[config.mk]
export PLATFORM = sky130hd
export DESIGN_NAME = prio_hold_arbiter
export DESIGN_NICKNAME = d
export VERILOG_FILES = /design/src/rtl/arb_pkg.sv /design/src/rtl/arb_prio_pick.sv /design/src/rtl/arb_next_state.sv /design/src/rtl/arb_grant_dec.sv /design/src/rtl/prio_hold_arbiter.sv
export SDC_FILE = /design/constraint.sdc
export NUM_CORES = 1
export LEC_CHECK = 0
export BUFFER_PORTS_ARGS = -buffer_cell sky130_fd_sc_hd__buf_4
export CORE_AREA = 4 4 41 43
export CTS_CLUSTER_SIZE = 16
export DETAILED_ROUTE_END_ITERATION = 7
export DIE_AREA = 0 0 45 47
export PLACE_DENSITY = 0.3
export SLEW_MARGIN = 10
export SYNTH_ARGS = -nofsm -noshare
export SYNTH_HDL_FRONTEND = slang
export SYNTH_HIERARCHICAL = 1
export SYNTH_SLANG_ARGS = --single-unit
export TNS_END_PERCENT = 1
[constraint.sdc]
create_clock -name clk -period 1.2 [get_ports clk]
set_input_delay 0.24 -clock clk [delete_from_list [all_inputs] [get_ports clk]]
set_output_delay 0.24 -clock clk [all_outputs]
set_load 0.01 [all_outputs]
[src/rtl/arb_pkg.sv]
package arb_pkg;

    localparam int NUM_REQ = 3;
    localparam int ST_W    = $clog2(NUM_REQ + 1);

    typedef logic [NUM_REQ-1:0] req_vec_t;

    typedef enum logic [ST_W-1:0] {
        ST_IDLE = 2'd0,
        ST_OWN0 = 2'd1,
        ST_OWN1 = 2'd2,
        ST_OWN2 = 2'd3
    } arb_state_e;

    // Ownership state for requester idx
    function automatic arb_state_e own_state(int idx);
        return arb_state_e'(ST_W'(idx + 1));
    endfunction

    // Fixed priority: lowest index wins
    function automatic arb_state_e pick_state(req_vec_t r);
        arb_state_e s;
        s = ST_IDLE;
        for (int i = NUM_REQ - 1; i >= 0; i--) begin
            if (r[i]) s = own_state(i);
        end
        return s;
    endfunction

    // One-hot view of which requester owns the resource in a state
    function automatic req_vec_t state_onehot(arb_state_e s);
        req_vec_t v;
        for (int i = 0; i < NUM_REQ; i++) begin
            v[i] = (s == own_state(i));
        end
        return v;
    endfunction

endpackage

[src/rtl/arb_prio_pick.sv]
module arb_prio_pick
    import arb_pkg::*;
(
    input  req_vec_t   req,
    output arb_state_e winner
);
    always_comb begin
        winner = pick_state(req);
    end
endmodule

[src/rtl/arb_next_state.sv]
module arb_next_state
    import arb_pkg::*;
(
    input  arb_state_e cur,
    input  req_vec_t   req,
    input  arb_state_e winner,
    output arb_state_e nxt
);
    logic owner_holds;

    always_comb begin
        owner_holds = |(state_onehot(cur) & req);
        if (cur == ST_IDLE) begin
            nxt = winner;
        end else if (owner_holds) begin
            nxt = cur;
        end else begin
            nxt = ST_IDLE;
        end
    end
endmodule

[src/rtl/arb_grant_dec.sv]
module arb_grant_dec
    import arb_pkg::*;
(
    input  arb_state_e state,
    output req_vec_t   gnt
);
    for (genvar g = 0; g < NUM_REQ; g++) begin : g_dec
        assign gnt[g] = (state == own_state(g));
    end
endmodule

[src/rtl/prio_hold_arbiter.sv]
module prio_hold_arbiter
    import arb_pkg::*;
(
    input  logic               clk,
    input  logic               rst,
    input  logic [NUM_REQ-1:0] req,
    output logic [NUM_REQ-1:0] gnt
);
    arb_state_e state_q;
    arb_state_e state_d;
    arb_state_e winner;

    arb_prio_pick u_pick (
        .req    (req),
        .winner (winner)
    );

    arb_next_state u_next (
        .cur    (state_q),
        .req    (req),
        .winner (winner),
        .nxt    (state_d)
    );

    always_ff @(posedge clk) begin
        if (rst) begin
            state_q <= ST_IDLE;
        end else begin
            state_q <= state_d;
        end
    end

    arb_grant_dec u_dec (
        .state (state_q),
        .gnt   (gnt)
    );
endmodule

---- After elaboration in Yosys (flattened, before gate mapping) ----
Cells that the tools add are included.
storage, ports and cells
  logic and storage cells ................. 13
  output and inout bits ................... 3
  register bits after elaboration ......... 2
  bits of input ports ..................... 5
operators by class
  mux-type cells .......................... 5
  equality and inequality tests ........... 4
  reductions and logical operators ........ 2
  bitwise logic cells ..................... 1
operators with widths
  operator              count
  $mux W2               5
  $eq A2 B2 Y1 const B  2
  $and A3 B3 Y3         1
  $reduce_or A3 Y1      1
  $eq A2 B1 Y1 const B  1
  $logic_not A2 Y1      1
  $ne A2 B2 Y1 const B  1

---- Depth between registers and ports, before layout ----
Gate-level depths: netlist of the first run.
  depth after elaboration ................. 5
  mapped depth ............................ 5

---- By module ----
Netlist of the first run, hierarchy kept.
modules (own cells, without submodules)
  module             cells an instance  area each (um^2)  instances
  prio_hold_arbiter  4                  52.6              1
  arb_next_state     6                  47.5              1
  arb_grant_dec      3                  22.5              1
  arb_prio_pick      4                  18.8              1

---- Worst setup path before layout of the first run ----
No wires, ideal clock.
  path type ............................... flip-flop to flip-flop
  start ................................... register state_q[0]
  end ..................................... register state_q[1]
  clock period less this slack ............ 1147 ps
  stages on the path, launching flop included .. 4
  arrival time ............................ 1034 ps
  buffers on the path ..................... 0
  path slack .............................. 53 ps
  cells stage by stage .................... dfxtp_1 > mux2_4 > a22o_1 > nor2b_1
between the ends
  elaborated cells between the ends (all ways) .. 8
  classes of those cells .................. 4 x eq/ne; 1 x mux; 1 x bitwise; 2 x reduce/logical
RTL lines
  what                    line                     text
  from (decl)             prio_hold_arbiter.sv:9   arb_state_e state_q;
  from (signal assigned)  prio_hold_arbiter.sv:29  state_q <= state_d;
  $logic_not A2 Y1        arb_next_state.sv:13     if (cur == ST_IDLE) begin
  $mux W2                 arb_next_state.sv:13
  via state_d[1]          prio_hold_arbiter.sv:10  arb_state_e state_d;
The timed path passes the listed nets, and every way through them passes these cells.
A chain may end at the register's enable or synchronous reset.

---- Worst setup path in the final report of the first run ----
  start ................................... register state_q[0]
  end ..................................... output gnt[1]
between the ends
  longest elaborated chain between the ends .. 1
RTL lines
  what          line                    text
  $eq A2 B2 Y1  arb_grant_dec.sv:8      assign gnt[g] = (state == own_state(g));
  to (decl)     prio_hold_arbiter.sv:7  output logic [NUM_REQ-1:0] gnt
Every way passes these cells.

==> results of run 1 <==
Yosys cell counts:
cell and n:
a22o_1 1, and2b_2 1, and2_2 1, nor2b_1 3, mux2_4 1, inv_1 1
mux2i_1 1, a21o_1 1, nor2_1 3, o21ai_0 1, nand3_1 1, dfxtp_1 2
what timing repair did:
action / in CTS / in global routing
pin swaps: 0 / 1
resized for setup: 3 / 0
setup buffers: 2 / 0
endpoints found under the setup margin: 3 / 3
hold endpoints to repair: 0 / 0
worst max-delay path, cell delays in order, from the launching register on:
cell     delay [ps]
dfxtp_2         330
buf_6           100
and2b_2         210
buf_6           110
power groups by stage:
stage	logic (uW)	registers [uW]	clock network, uW
finish	85.3	80.7	153
global placement	71.0	81.7	0
global route	95.5	82.2	170
detailed placement	73.1	80.9	0
CTS	87.2	80.6	164
floorplan	35.4	82.5	0
area by class of cell:
class	instances	area share [%]
multi-input combinational	14	36.62
timing repair buffer	10	30.99
sequential	2	15.49
clock buffer	3	8.451
tap	15	7.042
inverter	1	1.408
cell families (layout without fill, tap and decap cells):
group / after synthesis / in the layout / share of synthesized area (%)
DFF: 2 / 2 / 28.32
buffers and inverters: 1 / 14 / 2.652
and+or+nand+nor: 9 / 9 / 36.28
AOI/OAI and AO/OA: 3 / 3 / 15.04
muxes: 2 / 2 / 17.70
final timing paths:
check,from,endpoint,slack [ps],cells after the start
worst min-delay path,rst,state_q[0]$_SDFF_PP0_,170,2
worst max register to register,state_q[0]$_SDFF_PP0_,state_q[1]$_SDFF_PP0_,30,4
worst max-delay path,state_q[0]$_SDFF_PP0_,gnt[1],-9,3
worst min register to register,state_q[1]$_SDFF_PP0_,state_q[0]$_SDFF_PP0_,660,3
metal layers:
metal,part of all wire (%),vias up,global-route usage (%),wire (microns)
met1,40,63,4.289,148
met5,0,-,0,0
met2,47,7,6.497,173
li1,-,83,-,-
met4,0,0,7.018,0
met3,12,0,2.682,44
metrics by stage:
stage / area [sq um] / util, % / total power (uW) / TNS (ps)
CTS: 266.5 / 20.48 / 331.5 / -17.08
finish: 266.5 / 20.48 / 318.9 / -9.087
floorplan: 141.4 / - / 117.9 / 0
global placement: 220.2 / 16.92 / 152.7 / 0
detailed placement: 220.2 / 16.92 / 154.0 / 0
global route: 266.5 / 20.48 / 347.3 / -73.79
==> impl_metrics.toml, run 1 <==
[final_layout]
multi_input_area_sq_um = 97.59
stdcell_count = 45
top_register = "state_q"
layout-drive-gt1-share_pct = 56.67
final-seq-area_sq_um = 41.29
largest_reg_flops = 2
final_common_cell = "buf_4"
layout_common_cells = "buf_4, nor2b_1, clkbuf_4, nor2_1, buf_6"
reg.largest.list = "state_q (2)"
syn2layout_area_growth_pct = 88.50
nets = 37
antenna-diode-count = 0
fillers = 160

[hold_path]
min_path_type = "in2reg"

[logic_synthesis]
synth_cells = 17
synth_area_leaders = "dfxtp_1, nor2b_1, mux2_4, nor2_1, mux2i_1"
yosysSeqAreaShare_pct = 28.32
synth.avg_cell_area_sq_um = 8.317
yosysTopAreaCell = "dfxtp_1"
yosys.area.top_type_share_pct = 28.32
synth.distinct_cells = 12
syn_nets = 22
yosys_warnings = 6
synth_area_sq_um = 141.4
synth_seq_cells = 2

[power]
seqPwrFrac_pct = 25.3
p_clk_share_pct = 47.9
swShare_pct = 24.37
powerDensity_nw_per_um2 = 1197
power_leakage_uw = 0.0001336
vdd_drop_max_mv = 0.2456
combPwrFrac_pct = 26.8
cellInternalPower_uw = 241.2
p_switching_uw = 77.71

[placement]
place_inst = 40
gp_congestion = 0.5474
port_buffers = 7
pre_cts_slack_ps = 86.76

[clocking]
holdBufCountCts = 0
numCtsBuffers = 3
cts.clk_slew.worst_paths_ps = 30
tritoncts = "yes"
cts_max_level = 1
cts_max_path_buffers = 2
worstSkewPairLatency_ps = 230
cts_root_buf = "clkbuf_4"
cts_sinks = 2

[setup_path]
crit_type = "reg2out"
cp-end-kind = "primary output"
worst_setup_path_start_kind = "flip-flop"
cp_max_fo = 4
critPathArrivalTime_ps = 970
cp.required_ps = 960

[detailed_routing]
wirelength_microns = 366
routedWlPerCell_microns = 8.133
drt-pass1-iter-count = 1
drc = 0
ant_nets = 0
viasPerCell = 3.400
vias = 153
initialDrtViolationCount = 0

[run]
max_cap_violations = 0

[global_route]
overflow = 0
grt_pass1_wl_microns = 648
antenna_found_initial = 0
grt_pass1_vias = 165
track_usage_pct = 4.807
grt_max_degree = 8

[floorplanning]
num_rows = 13
die_h_microns = 47
dieWidth_microns = 45
num_io_pins = 8
initial_core_util_pct = 10.87
core-area_sq_um = 1301
die-area_sq_um = 2115

[timing]
fin_crit_ps = 1209
rsz0062_at_grt = "yes"
slew_headroom_pct = 87.62
max_freq_mhz = 827.1
hold_ws_ps = 169.8
hold_violations = 0
worst_slew_pin_slew_ps = 185.4
setup_viol = 1
clock_skew_ps = 1.245
slew_violations = 0
fin_crit_sh_pct = 100.8
worst_slack_ps = -9.087

[status]
status = "finished with violations"
violations = "negative setup slack"
(Power assumes the default switching activity.)
==> inputs of run 2 (changes only) <==
--- a/config.mk
+++ b/config.mk
@@ -10,7 +10,7 @@
 export CTS_CLUSTER_SIZE = 16
 export DETAILED_ROUTE_END_ITERATION = 7
 export DIE_AREA = 0 0 45 47
-export PLACE_DENSITY = 0.3
+export PLACE_DENSITY = 0.31
 export SLEW_MARGIN = 10
 export SYNTH_ARGS = -nofsm -noshare
 export SYNTH_HDL_FRONTEND = slang
==> run 2 against run 1 <==
The flow still finishes with violations (negative setup slack). Clock power decreased by 6%. Clock skew decreased by 0.94 ps. Non-clock buffer count unchanged. Critical path depth unchanged. Flip-flop and latch count unchanged. Largest cell class unchanged. Largest power group unchanged.
==> impl_metrics.toml, run 2 (synthesized netlist as in run 1, its figures left out) <==
[timing]
worst_slew_pin_slew_ps = 201.3
fin_crit_sh_pct = 100.6
slew_violations = 0
clock_skew_ps = 0.3009
fin_crit_ps = 1207
setup_viol = 1
max_freq_mhz = 828.3
final.setup.tns_ps = -7.303
slew_headroom_pct = 86.56
worst_slack_ps = -7.303
hold_violations = 0
rsz0062_at_grt = "yes"

[detailed_routing]
vias = 156
wirelength_microns = 364
initialDrtViolationCount = 0
ant_nets = 0
routedWlPerCell_microns = 8.089
viasPerCell = 3.467
drt-pass1-iter-count = 1
drc = 0

[power]
vdd_drop_max_mv = 0.1828
p_total_uw = 315.1
power_leakage_uw = 0.0001360
powerDensity_nw_per_um2 = 1145

[hold_path]
min_path_type = "in2reg"
min_from = "rst"

[setup_path]
critPathMaxStageDelay_ps = 340
critPathSlowestCell = "dfxtp_2"
cp_common_cell = "buf_6"
r2r-start = "state_q[0]$_SDFF_PP0_"
cp.buffers_inverters = 2
worst_setup_path_start_kind = "flip-flop"
cp-end-kind = "primary output"
crit_chain = "buf_6 > and2b_2 > buf_6"
critPathArrivalTime_ps = 970
cp_max_fo = 2
cp.required_ps = 960
crit_type = "reg2out"
path_delay_family = "flip-flops"
crit_start = "state_q[0]$_SDFF_PP0_"

[floorplanning]
dieWidth_microns = 45
num_io_pins = 8
die_h_microns = 47
die-area_sq_um = 2115
num_rows = 13
initial_core_util_pct = 10.87
core-area_sq_um = 1301

[clocking]
cts_max_path_buffers = 2
cts_root_buf = "clkbuf_4"
tritoncts = "yes"
cts_sinks = 2
worstSkewPairLatency_ps = 220
cts_max_level = 1
cts.clk_slew.worst_paths_ps = 30
numCtsBuffers = 3
holdBufCountCts = 0

[final_layout]
syn2layout_area_growth_pct = 94.69
nets = 37
reg.largest.list = "state_q (2)"
layout_common_cells = "buf_4, buf_6, nor2b_1, clkbuf_4, nor2_1"
antenna-diode-count = 0
largest_reg_flops = 2
layout-drive-gt1-share_pct = 56.67
final_design_area_no_fill_sq_um = 275.3
final_util_pct = 21.15
top_register = "state_q"
final_common_cell = "buf_4"

[placement]
place_hpwl_microns = 280.9
dpl-instance-area_sq_um = 220.2
port_buffers = 7
gp_congestion = 0.6559

[global_route]
grtUsageMet1_pct = 4.740
gr-max-usage-layer = "met4"
use_met3_pct = 2.299
met2_usage_pct = 6.215
grt_pass1_wl_microns = 634
antenna_found_initial = 0
track_usage_pct = 4.807
grt_max_degree = 8
overflow = 0
grt_pass1_vias = 173

[status]
status = "finished with violations"
violations = "negative setup slack"

[run]
max_cap_violations = 0
-- run 2: cell counts in the layout (fill, tap and decap cells not counted) --
Identical to the previous run, type by type.
-- run 2: path summary, 6_finish.rpt --
path	depth (start not counted)	endpoint	slack, ps
worst max-delay path	3	gnt[1]	-7
worst min-delay path	2	state_q[0]$_SDFF_PP0_	180
worst max register to register	4	state_q[1]$_SDFF_PP0_	30
worst min register to register	3	state_q[0]$_SDFF_PP0_	660
-- run 2: routing by layer --
| metal | vias to the layer above | share of wire, % |
|---|---|---|
| met5 | - | 0 |
| met2 | 8 | 40 |
| li1 | 84 | - |
| met1 | 64 | 49 |
| met3 | 0 | 11 |
| met4 | 0 | 0 |
-- run 2: what timing repair did --
item	4_1_cts	5_1_grt
resized for setup	3	3
setup endpoints to repair	1	4
buffers inserted	2	0
endpoints found under the hold margin	0	0
-- run 2: where the power goes --
group          total (uW)  leakage, uW  switching [uW]  internal (uW)
logic                89.4     0.000105            29.8           59.6
registers            82.0    0.0000168            7.75           74.2
clock network         144    0.0000138            33.8            110
total                 315     0.000136            71.4            244
-- run 2: final cells by class --
cell class	instances	area, sq um
clock buffers	3	22.52
multi-input cells	14	98.84
inverters	1	3.754
well taps	15	18.77
flip-flops and latches	2	41.29
fillers	161	1026
repair buffers	10	90.09
-- run 2: metrics by stage --
stage	hold WS, ps	std cells	setup WS, ps
6_report	180.2	45	-7.303
5_1_grt	181.5	45	-34.30
4_1_cts	169.5	45	-20.45
3_5_place_dp	413.6	40	65.38
3_3_place_gp	415.0	40	60.46
2_1_floorplan	311.6	17	52.78
==> inputs of run 3 (changes only) <==
--- a/config.mk
+++ b/config.mk
@@ -10,10 +10,10 @@
 export CTS_CLUSTER_SIZE = 16
 export DETAILED_ROUTE_END_ITERATION = 7
 export DIE_AREA = 0 0 45 47
-export PLACE_DENSITY = 0.31
+export GPL_ROUTABILITY_DRIVEN = 0
+export PLACE_DENSITY = 0.3
 export SLEW_MARGIN = 10
 export SYNTH_ARGS = -nofsm -noshare
 export SYNTH_HDL_FRONTEND = slang
-export SYNTH_HIERARCHICAL = 1
 export SYNTH_SLANG_ARGS = --single-unit
 export TNS_END_PERCENT = 1
==> run 3 against run 2 <==
Worst hold slack better by 5.9 ps. Global-route usage down 0.47 points. Maximum frequency is 7.0% higher. Clock-buffer cell count did not move. Cell count is 13% lower. Critical path type unchanged. Clock skew up 1.7 ps. The flow now finishes without violations. Die area did not move. Via count shrank 12%. Cell area decreased by 23%. Highest routed layer unchanged. Total power decreased by 10%. Combinational power decreased by 44%.
==> impl_metrics.toml, run 3 <==
[timing]
worst_slew_pin_slew_ps = 208.7
slew_headroom_pct = 86.05
hold_violations = 0
slew_violations = 0
final.setup.tns_ps = 0
max_freq_mhz = 886.6
rsz0062_at_grt = "no"
setup_viol = 0
clock_skew_ps = 2.048
fin_crit_sh_pct = 93.99
fin_crit_ps = 1128
hold_ws_ps = 186.1

[logic_synthesis]
synth_most_common_cell = "dfxtp_1"
synth.avg_cell_area_sq_um = 8.222
yosys.area.top_type_share_pct = 34.78
yosysSeqAreaShare_pct = 34.78
synthFlopType = "dfxtp_1"
yosysTopAreaCell = "dfxtp_1"
synth.distinct_cells = 13
syn_nets = 19
synth-edff-count = 0
synth_area_sq_um = 115.1
async_reset_ff_share_pct = 0
synth_seq_cells = 2
synth_cells = 14
yosys_warnings = 0
synth_area_leaders = "dfxtp_1, mux2i_1, o32ai_1, a211oi_1, and2_2"

[hold_path]
min_from = "rst"
min_path_type = "in2reg"

[clocking]
cts.clk_slew.worst_paths_ps = 30
cts_setup_buffers = 0
numCtsBuffers = 3
cts_root_buf = "clkbuf_4"
worstSkewPairLatency_ps = 220
holdBufCountCts = 0
cts_max_path_buffers = 2
cts_max_level = 1
cts_resized = 0
tritoncts = "yes"
cts_sinks = 2

[setup_path]
r2r-start = "state_q[0]$_SDFFE_PP0P_"
cp_max_fo = 7
critPathArrivalTime_ps = 890
cp-end-kind = "primary output"
cp.required_ps = 960
crit_type = "reg2out"
crit_start = "state_q[0]$_SDFFE_PP0P_"
worst_setup_path_start_kind = "flip-flop"

[power]
p_clk_share_pct = 52.6
power_leakage_uw = 0.00009025
p_switching_uw = 67.45
seqPwrFrac_pct = 29.6
cellInternalPower_uw = 214.9
combPwrFrac_pct = 17.7
vdd_drop_max_mv = 0.2615
swShare_pct = 23.89
powerDensity_nw_per_um2 = 1335

[global_route]
overflow = 0
antenna_found_initial = 0
grt_pass1_vias = 146
grt_pass1_wl_microns = 538
grt_max_degree = 8
track_usage_pct = 4.338

[placement]
place_hpwl_microns = 261.1
dpl-instance-area_sq_um = 186.4
port_buffers = 7

[floorplanning]
dieWidth_microns = 45
die_h_microns = 47
num_rows = 13
initial_core_util_pct = 8.846
num_io_pins = 8
core-area_sq_um = 1301
die-area_sq_um = 2115

[run]
max_cap_violations = 0

[final_layout]
antenna-diode-count = 0
reg.largest.list = "state_q (2)"
final_design_area_no_fill_sq_um = 211.5
fillers = 161
nets = 31
final_common_cell = "buf_4"
layout-drive-gt1-share_pct = 54.17
top_register = "state_q"
syn2layout_area_growth_pct = 83.70
largest_reg_flops = 2
layout_common_cells = "buf_4, clkbuf_4, dfxtp_2"

[detailed_routing]
routedWlPerCell_microns = 8.949
ant_nets = 0
drt-pass1-iter-count = 2
drc = 0
viasPerCell = 3.513
vias = 137
wirelength_microns = 349
initialDrtViolationCount = 4

[status]
status = "complete, no violations"
==> run 3: per-layer routing <==
layer,vias to the layer above,wire length [microns],global-route usage [%]
li1,71,-,-
met1,58,166,4.299
met2,8,129,3.672
met3,0,52,5.364
met4,0,0,5.263
met5,-,0,0
==> run 3: logic make-up (layout without fill, tap and decap cells) <==
group                  count (synthesis)  in the layout  synth area share [%]
AO/OA/AOI/OAI                          3              3                 18.48
flip-flops                             2              2                 34.78
AND/OR/NAND/NOR                        7              7                 34.78
buffers and inverters                  1             11                 3.258
multiplexers                           1              1                 8.696
==> run 3: worst paths after layout <==
kind / cells after the start / slack, ps / endpoint
setup / recovery: 2 / 70 / gnt[2]
hold / removal: 2 / 190 / state_q[0]$_SDFFE_PP0P_
setup reg to reg: 2 / 270 / state_q[1]$_SDFFE_PP0P_
hold reg to reg: 1 / 450 / state_q[0]$_SDFFE_PP0P_
==> run 3: final cells by class <==
class | instances | area (sq um) | area share, %
tap | 15 | 18.77 | 8.876
inverter | 1 | 3.754 | 1.775
sequential | 2 | 42.54 | 20.12
timing repair buffer | 7 | 52.55 | 24.85
multi-input combinational | 11 | 71.32 | 33.73
clock buffer | 3 | 22.52 | 10.65
==> run 3: worst max-delay path, cell delays in order, from the launching register on <==
cell and delay, ps:
dfxtp_2 340, and2_2 190, buf_4 140
==> run 3: power groups by stage <==
stage / clock network, uW / logic [uW] / registers (uW)
after CTS: 159 / 50.6 / 82.4
after floorplan: 0 / 24.0 / 80.9
after global placement: 0 / 50.6 / 83.7
after global routing: 165 / 55.2 / 85.3
after detailed placement: 0 / 50.4 / 83.3
final: 149 / 50.1 / 83.6
==> run 3: through the flow <==
stage                     worst slack, ps  cells  util, %  power [uW]
after floorplan                     311.8     14        -       104.9
after global placement              245.1     36    14.33       134.3
after detailed placement            256.3     36    14.33       133.8
after CTS                           5.299     39    16.06       291.8
after global routing                16.93     39    16.25       305.9
final                               72.15     39    16.25       282.3
